### src/rtl/fpr_pkg.sv
package fpr_pkg;
  typedef enum logic [1:0] {
    RND_NEAR_EVEN = 2'd0,
    RND_TO_ZERO   = 2'd1,
    RND_TO_POS    = 2'd2,
    RND_TO_NEG    = 2'd3
  } rnd_mode_e;

  typedef struct packed {
    logic guard;
    logic rnd;
    logic sticky;
  } xbits_t;
endpackage

### src/rtl/fpr_decide.sv
module fpr_decide
  import fpr_pkg::*;
(
  input  rnd_mode_e mode_i,
  input  logic      sign_i,
  input  logic      lsb_i,
  input  xbits_t    xb_i,
  output logic      inc_o,
  output logic      inexact_o
);
  logic lost;

  always_comb begin
    lost      = xb_i.guard | xb_i.rnd | xb_i.sticky;
    inexact_o = lost;
    unique case (mode_i)
      RND_NEAR_EVEN: inc_o = xb_i.guard & (xb_i.rnd | xb_i.sticky | lsb_i);
      RND_TO_ZERO:   inc_o = 1'b0;
      RND_TO_POS:    inc_o = lost & ~sign_i;
      RND_TO_NEG:    inc_o = lost & sign_i;
      default:       inc_o = 1'b0;
    endcase
  end
endmodule

### src/rtl/fpr_incr.sv
module fpr_incr #(
  parameter int SIG_W = 24
) (
  input  logic [SIG_W-1:0] sig_i,
  input  logic             inc_i,
  output logic [SIG_W-1:0] sig_o,
  output logic             carry_o
);
  localparam int SUM_W = SIG_W + 1;
  localparam logic [SIG_W-1:0] LEAD_ONE = {1'b1, {(SIG_W-1){1'b0}}};

  logic [SUM_W-1:0] sum;

  always_comb begin
    sum     = {1'b0, sig_i} + {{SIG_W{1'b0}}, inc_i};
    carry_o = sum[SUM_W-1];
    sig_o   = carry_o ? LEAD_ONE : sum[SIG_W-1:0];
  end
endmodule

### src/rtl/fpr_outreg.sv
module fpr_outreg #(
  parameter int  DW      = 8,
  parameter bit  OUT_REG = 1'b1
) (
  input  logic          clk_i,
  input  logic          rst_ni,
  input  logic          en_i,
  input  logic [DW-1:0] d_i,
  output logic [DW-1:0] q_o
);
  generate
    if (OUT_REG) begin : g_reg
      logic [1:0]    rst_sync_q;
      logic          rst_int_n;
      logic [DW-1:0] q_reg;
      logic [DW-1:0] q_next;

      always_ff @(posedge clk_i or negedge rst_ni) begin
        if (!rst_ni) rst_sync_q <= 2'b00;
        else         rst_sync_q <= {rst_sync_q[0], 1'b1};
      end
      assign rst_int_n = rst_sync_q[1];

      always_comb begin
        q_next = en_i ? d_i : q_reg;
      end

      always_ff @(posedge clk_i or negedge rst_int_n) begin
        if (!rst_int_n) q_reg <= '0;
        else            q_reg <= q_next;
      end

      assign q_o = q_reg;
    end else begin : g_pass
      assign q_o = d_i;
    end
  endgenerate
endmodule

### src/rtl/fp_round_stage.sv
module fp_round_stage
  import fpr_pkg::*;
#(
  parameter int SIG_W   = 24,
  parameter bit OUT_REG = 1'b1
) (
  input  logic             clk_i,
  input  logic             rst_ni,
  input  logic             en_i,
  input  logic             sign_i,
  input  logic [SIG_W-1:0] sig_i,
  input  logic [2:0]       grs_i,
  input  logic [1:0]       mode_i,
  output logic [SIG_W-1:0] sig_o,
  output logic             carry_o,
  output logic             inexact_o
);
  localparam int PACK_W = SIG_W + 2;

  rnd_mode_e        mode;
  xbits_t           xb;
  logic             inc;
  logic             inexact_c;
  logic [SIG_W-1:0] rnd_sig;
  logic             rnd_carry;
  logic [PACK_W-1:0] packed_d;
  logic [PACK_W-1:0] packed_q;

  assign mode = rnd_mode_e'(mode_i);
  assign xb   = xbits_t'(grs_i);

  fpr_decide u_decide (
    .mode_i    (mode),
    .sign_i    (sign_i),
    .lsb_i     (sig_i[0]),
    .xb_i      (xb),
    .inc_o     (inc),
    .inexact_o (inexact_c)
  );

  fpr_incr #(.SIG_W(SIG_W)) u_incr (
    .sig_i   (sig_i),
    .inc_i   (inc),
    .sig_o   (rnd_sig),
    .carry_o (rnd_carry)
  );

  assign packed_d = {rnd_sig, rnd_carry, inexact_c};

  fpr_outreg #(.DW(PACK_W), .OUT_REG(OUT_REG)) u_outreg (
    .clk_i  (clk_i),
    .rst_ni (rst_ni),
    .en_i   (en_i),
    .d_i    (packed_d),
    .q_o    (packed_q)
  );

  assign sig_o     = packed_q[PACK_W-1:2];
  assign carry_o   = packed_q[1];
  assign inexact_o = packed_q[0];


  rz_no_inc_chk: assert property (@(posedge clk_i) disable iff (!rst_ni)
    (mode == RND_TO_ZERO) |-> (rnd_sig == sig_i && !rnd_carry));


  rp_neg_hold_chk: assert property (@(posedge clk_i) disable iff (!rst_ni)
    (mode == RND_TO_POS && sign_i) |-> (rnd_sig == sig_i && !rnd_carry));


  rm_pos_hold_chk: assert property (@(posedge clk_i) disable iff (!rst_ni)
    (mode == RND_TO_NEG && !sign_i) |-> (rnd_sig == sig_i && !rnd_carry));


  exact_pass_chk: assert property (@(posedge clk_i) disable iff (!rst_ni)
    (grs_i == 3'b000) |-> (rnd_sig == sig_i && !rnd_carry && !inexact_c));


  wrap_lead_chk: assert property (@(posedge clk_i) disable iff (!rst_ni)
    rnd_carry |-> ((&sig_i) && $countones(rnd_sig) == 1 && rnd_sig[SIG_W-1]));
endmodule

### config.mk
export PLATFORM = sky130hd
export DESIGN_NAME = fp_round_stage
export DESIGN_NICKNAME = d
export VERILOG_FILES = /design/src/rtl/fpr_pkg.sv /design/src/rtl/fpr_decide.sv /design/src/rtl/fpr_incr.sv /design/src/rtl/fpr_outreg.sv /design/src/rtl/fp_round_stage.sv
export SDC_FILE = /design/constraint.sdc
export NUM_CORES = 1
export LEC_CHECK = 0
export BUFFER_PORTS_ARGS = -buffer_cell sky130_fd_sc_hd__buf_4
export CORE_UTILIZATION = 45
export DETAILED_ROUTE_END_ITERATION = 10
export PLACE_DENSITY = 0.72
export SLEW_MARGIN = 20
export SYNTH_ARGS = -nofsm -noshare
export SYNTH_HDL_FRONTEND = slang
export SYNTH_HIERARCHICAL = 1
export SYNTH_SLANG_ARGS = --single-unit
### constraint.sdc
create_clock -name clk_i -period 1.1 [get_ports clk_i]
set_clock_uncertainty 0.2 [all_clocks]
set_input_delay 0.11 -clock clk_i [delete_from_list [all_inputs] [get_ports clk_i]]
set_output_delay 0.11 -clock clk_i [all_outputs]
set_load 0.03 [all_outputs]
==> results of run 1 <==
==> report_power, final <==
part	switching, mW	internal [mW]	leakage, nW
clock	0.342	0.321	0.0288
sequential	0.0852	1.13	0.327
combinational	0.584	0.683	1.19
total	1.01	2.14	1.54
==> cell usage after synthesis (3+ instances only) <==
| cell type | count | share of area, % |
|---|---|---|
| dfrtp_1 | 28 | 39 |
| mux2_4 | 20 | 17 |
| or4_1 | 3 | 1.3 |
| nor2_1 | 9 | 1.9 |
| nand4_1 | 5 | 1.8 |
| nand2_1 | 13 | 2.7 |
| xor2_1 | 7 | 3.4 |
| and4_1 | 4 | 2.0 |
| nand3_1 | 8 | 2.3 |
| nor3_1 | 6 | 1.7 |
| xnor2_1 | 12 | 5.9 |
| o31ai_1 | 3 | 1.3 |
| a21oi_1 | 4 | 1.1 |
| mux2_2 | 7 | 4.4 |
| buf_6 | 3 | 1.9 |
==> stage by stage <==
| step | hold WS [ps] | area (sq um) | worst slack, ps | TNS (ps) |
|---|---|---|---|---|
| after floorplan | -386 | 1860 | -1260 | -21580 |
| after global placement | -308 | 2630 | -1280 | -28590 |
| after detailed placement | -307 | 2630 | -1340 | -29590 |
| after CTS | -18.6 | 3120 | -1020 | -21870 |
| after global routing | -8.91 | 3190 | -1200 | -27480 |
| final | -27.8 | 3190 | -1130 | -25080 |
==> registers in the layout, summed over array words and instances, names as in the netlist <==
register	flops
u_outreg/g_reg.rst_sync_q	2
u_outreg/q_o	26
==> how the worst min path moves through the flow <==
stage | from | to
final | grs_i[0] | u_outreg/q_o[0]
after global routing | grs_i[0] | u_outreg/q_o[0]
after CTS | grs_i[1] | u_outreg/q_o[0]
after detailed placement | rst_ni | u_outreg/g_reg.rst_sync_q[0]
after global placement | rst_ni | u_outreg/g_reg.rst_sync_q[0]
after floorplan | rst_ni | u_outreg/g_reg.rst_sync_q[0]
==> logic make-up after synthesis <==
group	count (synthesis)	share of synthesized area (%)
AND/OR/NAND/NOR	62	20.2
AO/OA/AOI/OAI	9	3.16
other	1	0.211
XOR/XNOR	19	9.35
flip-flops	28	39.4
buffers and inverters	8	4.99
adder cells (fa/ha/maj)	2	1.41
multiplexers	27	21.3
==> layout by cell type, fill, tap and decap left out, types with 3 or more instances in the layout <==
| cell | synthesis | final |
|---|---|---|
| a21oi_2 | 1 | 5 |
| and4_1 | 4 | 3 |
| buf_12 | 2 | 3 |
| buf_4 | 1 | 84 |
| buf_6 | 3 | 36 |
| clkbuf_8 | 0 | 4 |
| dfrtp_1 | 28 | 28 |
| mux2_4 | 20 | 26 |
| nand2_1 | 13 | 9 |
| nand3_1 | 8 | 7 |
| nand4_1 | 5 | 5 |
| nor2_2 | 0 | 6 |
| nor3_2 | 0 | 3 |
| o31ai_1 | 3 | 3 |
| or4_4 | 1 | 3 |
| xnor2_1 | 12 | 9 |
| xor2_1 | 7 | 7 |
==> cell type report <==
type,instances,area share (%)
clock buffers,4,1.73
inverters,1,0.118
repair buffers,127,35.9
flip-flops and latches,28,22.0
multi-input cells,121,38.3
well taps,48,1.88
==> metal layers <==
layer,up-vias,part of all wire (%),global-route usage (%)
li1,813,-,-
met1,953,36,37.7
met2,148,52,57.9
met3,40,7.1,3.35
met4,0,4.4,13.6
met5,-,0,0
==> critical path: cells and delay by family <==
family / cells / cell delay (ps)
multiplexers: 1 / 180
adder cells (fa/ha/maj): 1 / 230
AO/OA/AOI/OAI: 2 / 270
buffers and inverters: 1 / 70
AND/OR/NAND/NOR: 5 / 1390
==> repair_timing <==
item                                    4_1_cts  5_1_grt
endpoints found under the setup margin       51       51
endpoints found under the hold margin         3        1
setup buffers                                18        4
gates resized for setup                      67       10
pin swaps                                    23        7
cloned                                        2        0
==> results.yml, run 1 <==
outcome:
  violations: "hold timing, setup timing"
  status: "complete, but fails checks"
yosys:
  avgSynthCellArea_sq_um: 11.4
  syn_area_sq_um: 1780
  ys_ff_latch: 28
  ys_warn_count: 6
  syn-num-nets: 191
  syn-instance-count: 156
  synth_ff_type: "dfrtp_1"
  synth_cell_type_count: 34
  async_reset_ff_share_pct: 100
  synth_edf_count: 0
  yosysSeqAreaShare_pct: 39.4
route:
  wirelength_um: 7160
  drt-initial-drc-count: 208
  drc: 0
  first_pass_iters: 5
  viasPerCell: 5.94
  postRouteAntennaNets: 0
  drt-wirelength-per-cell_um: 21.8
  vias: 1954
global_route:
  overflow: 0
  grt_pass1_vias: 1998
  grt_util_all_layers_pct: 31.9
  grt_max_degree: 27
  antenna_found_initial: 0
  grt_pass1_wl_um: 10100
finish:
  regArea_sq_um: 701
  drive_gt1_share_pct: 70.1
  final_util_pct: 85.8
  antenna_cells: 0
  final_cell_count_no_fill: 329
  syn_to_final_growth_pct: 79.2
  fin_nets: 317
  multi_input_area_sq_um: 1220
  fill_cells: 171
place:
  dp_hpwl_um: 3480
  port_buffers: 58
  place_congestion: 0.834
  dp_cells: 299
cts:
  root_buffer: "clkbuf_8"
  cts_tree: "yes"
  holdBufCountCts: 2
  clock_insertion_delay_worst_skew_ps: 270
  clockBufferDepth: 2
  clock-sinks: 28
  clkTransAtPathRegs_ps: 100
  ctsHtreeMaxLevel: 1
  numCtsBuffers: 3
timing:
  max_freq_ghz: 0.449
  hold_viol_final: 1
  fin_crit_ps: 2230
  drv_slew: 0
  timing.final.ws_setup_ps: -1130
  setup_violations: 51
  holdWs_ps: -27.8
  rsz0062_at_grt: "true"
  fin_crit_sh_pct: 203
worst_setup_path:
  critPathMaxFanout: 5
  path_cells: "buf_6 > or2_4 > a21oi_2 > nor3_2 > ha_2 > nand2_2 > or4_4 > or4b_4 > a21oi_2 > mux2_4"
  cp-start-kind: "primary input"
  cpPeakStageDelay_ps: 500
  path_class: "primary input to flop"
  startpoint: "grs_i[0]"
  timing.rr.start: "u_outreg/q_o[10]"
  rr_endpoint: "u_outreg/q_o[10]"
  critPathRequiredTime_ps: 1120
  crit_top_cell: "a21oi_2"
  cp-end-kind: "flop"
  crit_end: "u_outreg/q_o[19]"
  reg2regPathDepth: 2
  critPathSlowestCell: "or4b_4"
  arrival_ps: 2250
  r2r_slack_ps: -50
floorplanning:
  die_h_um: 64.9
  io_pins: 59
  fp.dieW_um: 64.9
  core-area_sq_um: 3720
  fp-row-count: 22
  dieArea_sq_um: 4210
  initial_utilization_pct: 47.9
power:
  vdd_drop_max_v: 0.000624
  powerDensity_nw_per_um2: 988
  fin_total_pwr_mw: 3.15
  p_leak_nw: 1.54
worst_hold_path:
  min_path_cells: 3
  hold_path.class: "primary input to flop"
run:
  drv_cap: 0
Note: power is estimated with default switching activity, not from simulation.
==> inputs of run 2 (changes only) <==
Settings changed: BUFFER_PORTS_ARGS -buffer_cell sky130_fd_sc_hd__buf_4 to not set, CTS_BUF_LIST set to sky130_fd_sc_hd__clkbuf_2, DONT_BUFFER_PORTS set to 1, PLACE_DENSITY 0.72 to 0.6.
==> results.yml, run 2 (same netlist as run 1, synthesis figures left out) <==
outcome:
  status: "complete, but fails checks"
  violations: "hold timing, setup timing"
route:
  drt-initial-drc-count: 43
  postRouteAntennaNets: 0
  wirelength_um: 4290
  drt-wirelength-per-cell_um: 16.1
  viasPerCell: 5.36
  drc: 0
  first_pass_iters: 4
  vias: 1430
power:
  powerDensity_nw_per_um2: 1030
  vdd_drop_max_v: 0.000482
  p_leak_nw: 1.23
finish:
  antenna_cells: 0
  syn_to_final_growth_pct: 50.5
  fill_cells: 262
  fin_nets: 255
  final_common_cell: "buf_6"
  regArea_sq_um: 701
  multi_input_area_sq_um: 1240
  largest_register_ffs: 26
  final_cell_count_no_fill: 267
  drive_gt1_share_pct: 62.1
  final_util_pct: 72.1
  final_cell_mix: "buf_6 (37), dfrtp_1 (28), buf_4 (26)"
worst_setup_path:
  crit_end: "u_outreg/q_o[25]"
  startpoint: "sign_i"
  critPathSlowestCell: "or4_4"
  path_class: "primary input to flop"
  crit_family: "simple AND/OR/NAND/NOR gates"
  critPathRequiredTime_ps: 1200
  path_cells: "nand2_8 > xnor2_2 > nor3_2 > ha_2 > nand2_2 > or4_4 > nor3_4 > mux2_4 > mux2_4"
  rr_endpoint: "u_outreg/q_o[14]"
  cp-start-kind: "primary input"
  crit_top_cell: "mux2_4"
  timing.rr.start: "u_outreg/q_o[14]"
  path_buf_inv: 0
  cp.depth: 9
  r2r_slack_ps: -120
  reg2regPathDepth: 3
  critPathMaxFanout: 5
  cp-end-kind: "flop"
  cpPeakStageDelay_ps: 470
  arrival_ps: 1950
run:
  drv_cap: 0
timing:
  fin_crit_sh_pct: 168
  drv_slew: 0
  timing.final.ws_setup_ps: -748
  hold_viol_final: 26
  setup_violations: 51
  max_freq_ghz: 0.541
  fin_crit_ps: 1850
  holdWs_ps: -329
  rsz0062_at_grt: "true"
global_route:
  grt_pass1_vias: 1411
  grt_util_all_layers_pct: 21.3
  grt_pass1_wl_um: 6910
  overflow: 0
  grt_max_degree: 27
  antenna_found_initial: 0
place:
  dp_hpwl_um: 2850
  dp_cells: 239
  port_buffers: 0
  place_congestion: 0.889
  post-place-ws_ps: -1200
cts:
  clock_insertion_delay_worst_skew_ps: 370
  holdBufCountCts: 2
  numCtsBuffers: 3
  cts_tree: "yes"
  root_buffer: "clkbuf_2"
  clkTransAtPathRegs_ps: 280
  clockBufferDepth: 2
  clock-sinks: 28
  ctsHtreeMaxLevel: 1
floorplanning:
  die_h_um: 64.9
  dieArea_sq_um: 4210
  core-area_sq_um: 3720
  fp-row-count: 22
  initial_utilization_pct: 47.9
  io_pins: 59
  fp.dieW_um: 64.9
worst_hold_path:
  hold_path.class: "primary input to flop"
run 2: per-stage QoR:
step	cell area (sq um)	setup TNS (ps)	power [mW]
2_1_floorplan	1860	-21580	1.73
3_3_place_gp	2140	-23940	1.90
3_5_place_dp	2140	-24580	1.91
4_1_cts	2560	-18620	2.72
5_1_grt	2680	-21430	2.88
6_report	2680	-19050	2.75
run 2: power breakdown:
part	switching [mW]	leakage, nW	total, mW	internal [mW]
Clock	0.315	0.0266	0.628	0.313
Sequential	0.0773	0.327	1.21	1.14
Combinational	0.397	0.878	0.907	0.511
Total	0.789	1.23	2.75	1.96
run 2: how the worst min path moves through the flow:
stage                       from                            to  depth (start not counted)
after global routing        en_i              u_outreg/q_o[19]                          1
after CTS                   en_i               u_outreg/q_o[2]                          1
after detailed placement  rst_ni  u_outreg/g_reg.rst_sync_q[0]                          0
after floorplan           rst_ni  u_outreg/g_reg.rst_sync_q[0]                          0
after global placement    rst_ni  u_outreg/g_reg.rst_sync_q[0]                          0
final                       en_i               u_outreg/q_o[0]                          1
run 2: worst register-to-register path: cells and delay by family, from the launching register on:
family | cells | cell delay [ps]
DFF | 1 | 460
buffers and inverters | 2 | 250
muxes | 1 | 250
run 2: area by class of cell:
class | count | share of cell area (%)
repair buffers | 65 | 23.6
multi-input cells | 121 | 46.2
clock inverters | 1 | 1.12
clock buffers | 3 | 0.561
flip-flops and latches | 28 | 26.2
inverters | 1 | 0.140
well taps | 48 | 2.24
run 2: repair_timing:
item | 4_1_cts | 5_1_grt
pin swaps | 23 | 10
cloned | 1 | 0
setup buffers | 14 | 8
gates resized for setup | 61 | 16
setup endpoints to repair | 51 | 51
hold endpoints to repair | 28 | 26
run 2: metal layers:
layer	global-route usage, %	vias up	share of wire [%]
li1	-	690	-
met1	26.5	698	43
met2	37.5	40	51
met3	4.05	2	5.4
met4	5.00	0	0.54
met5	0	-	0
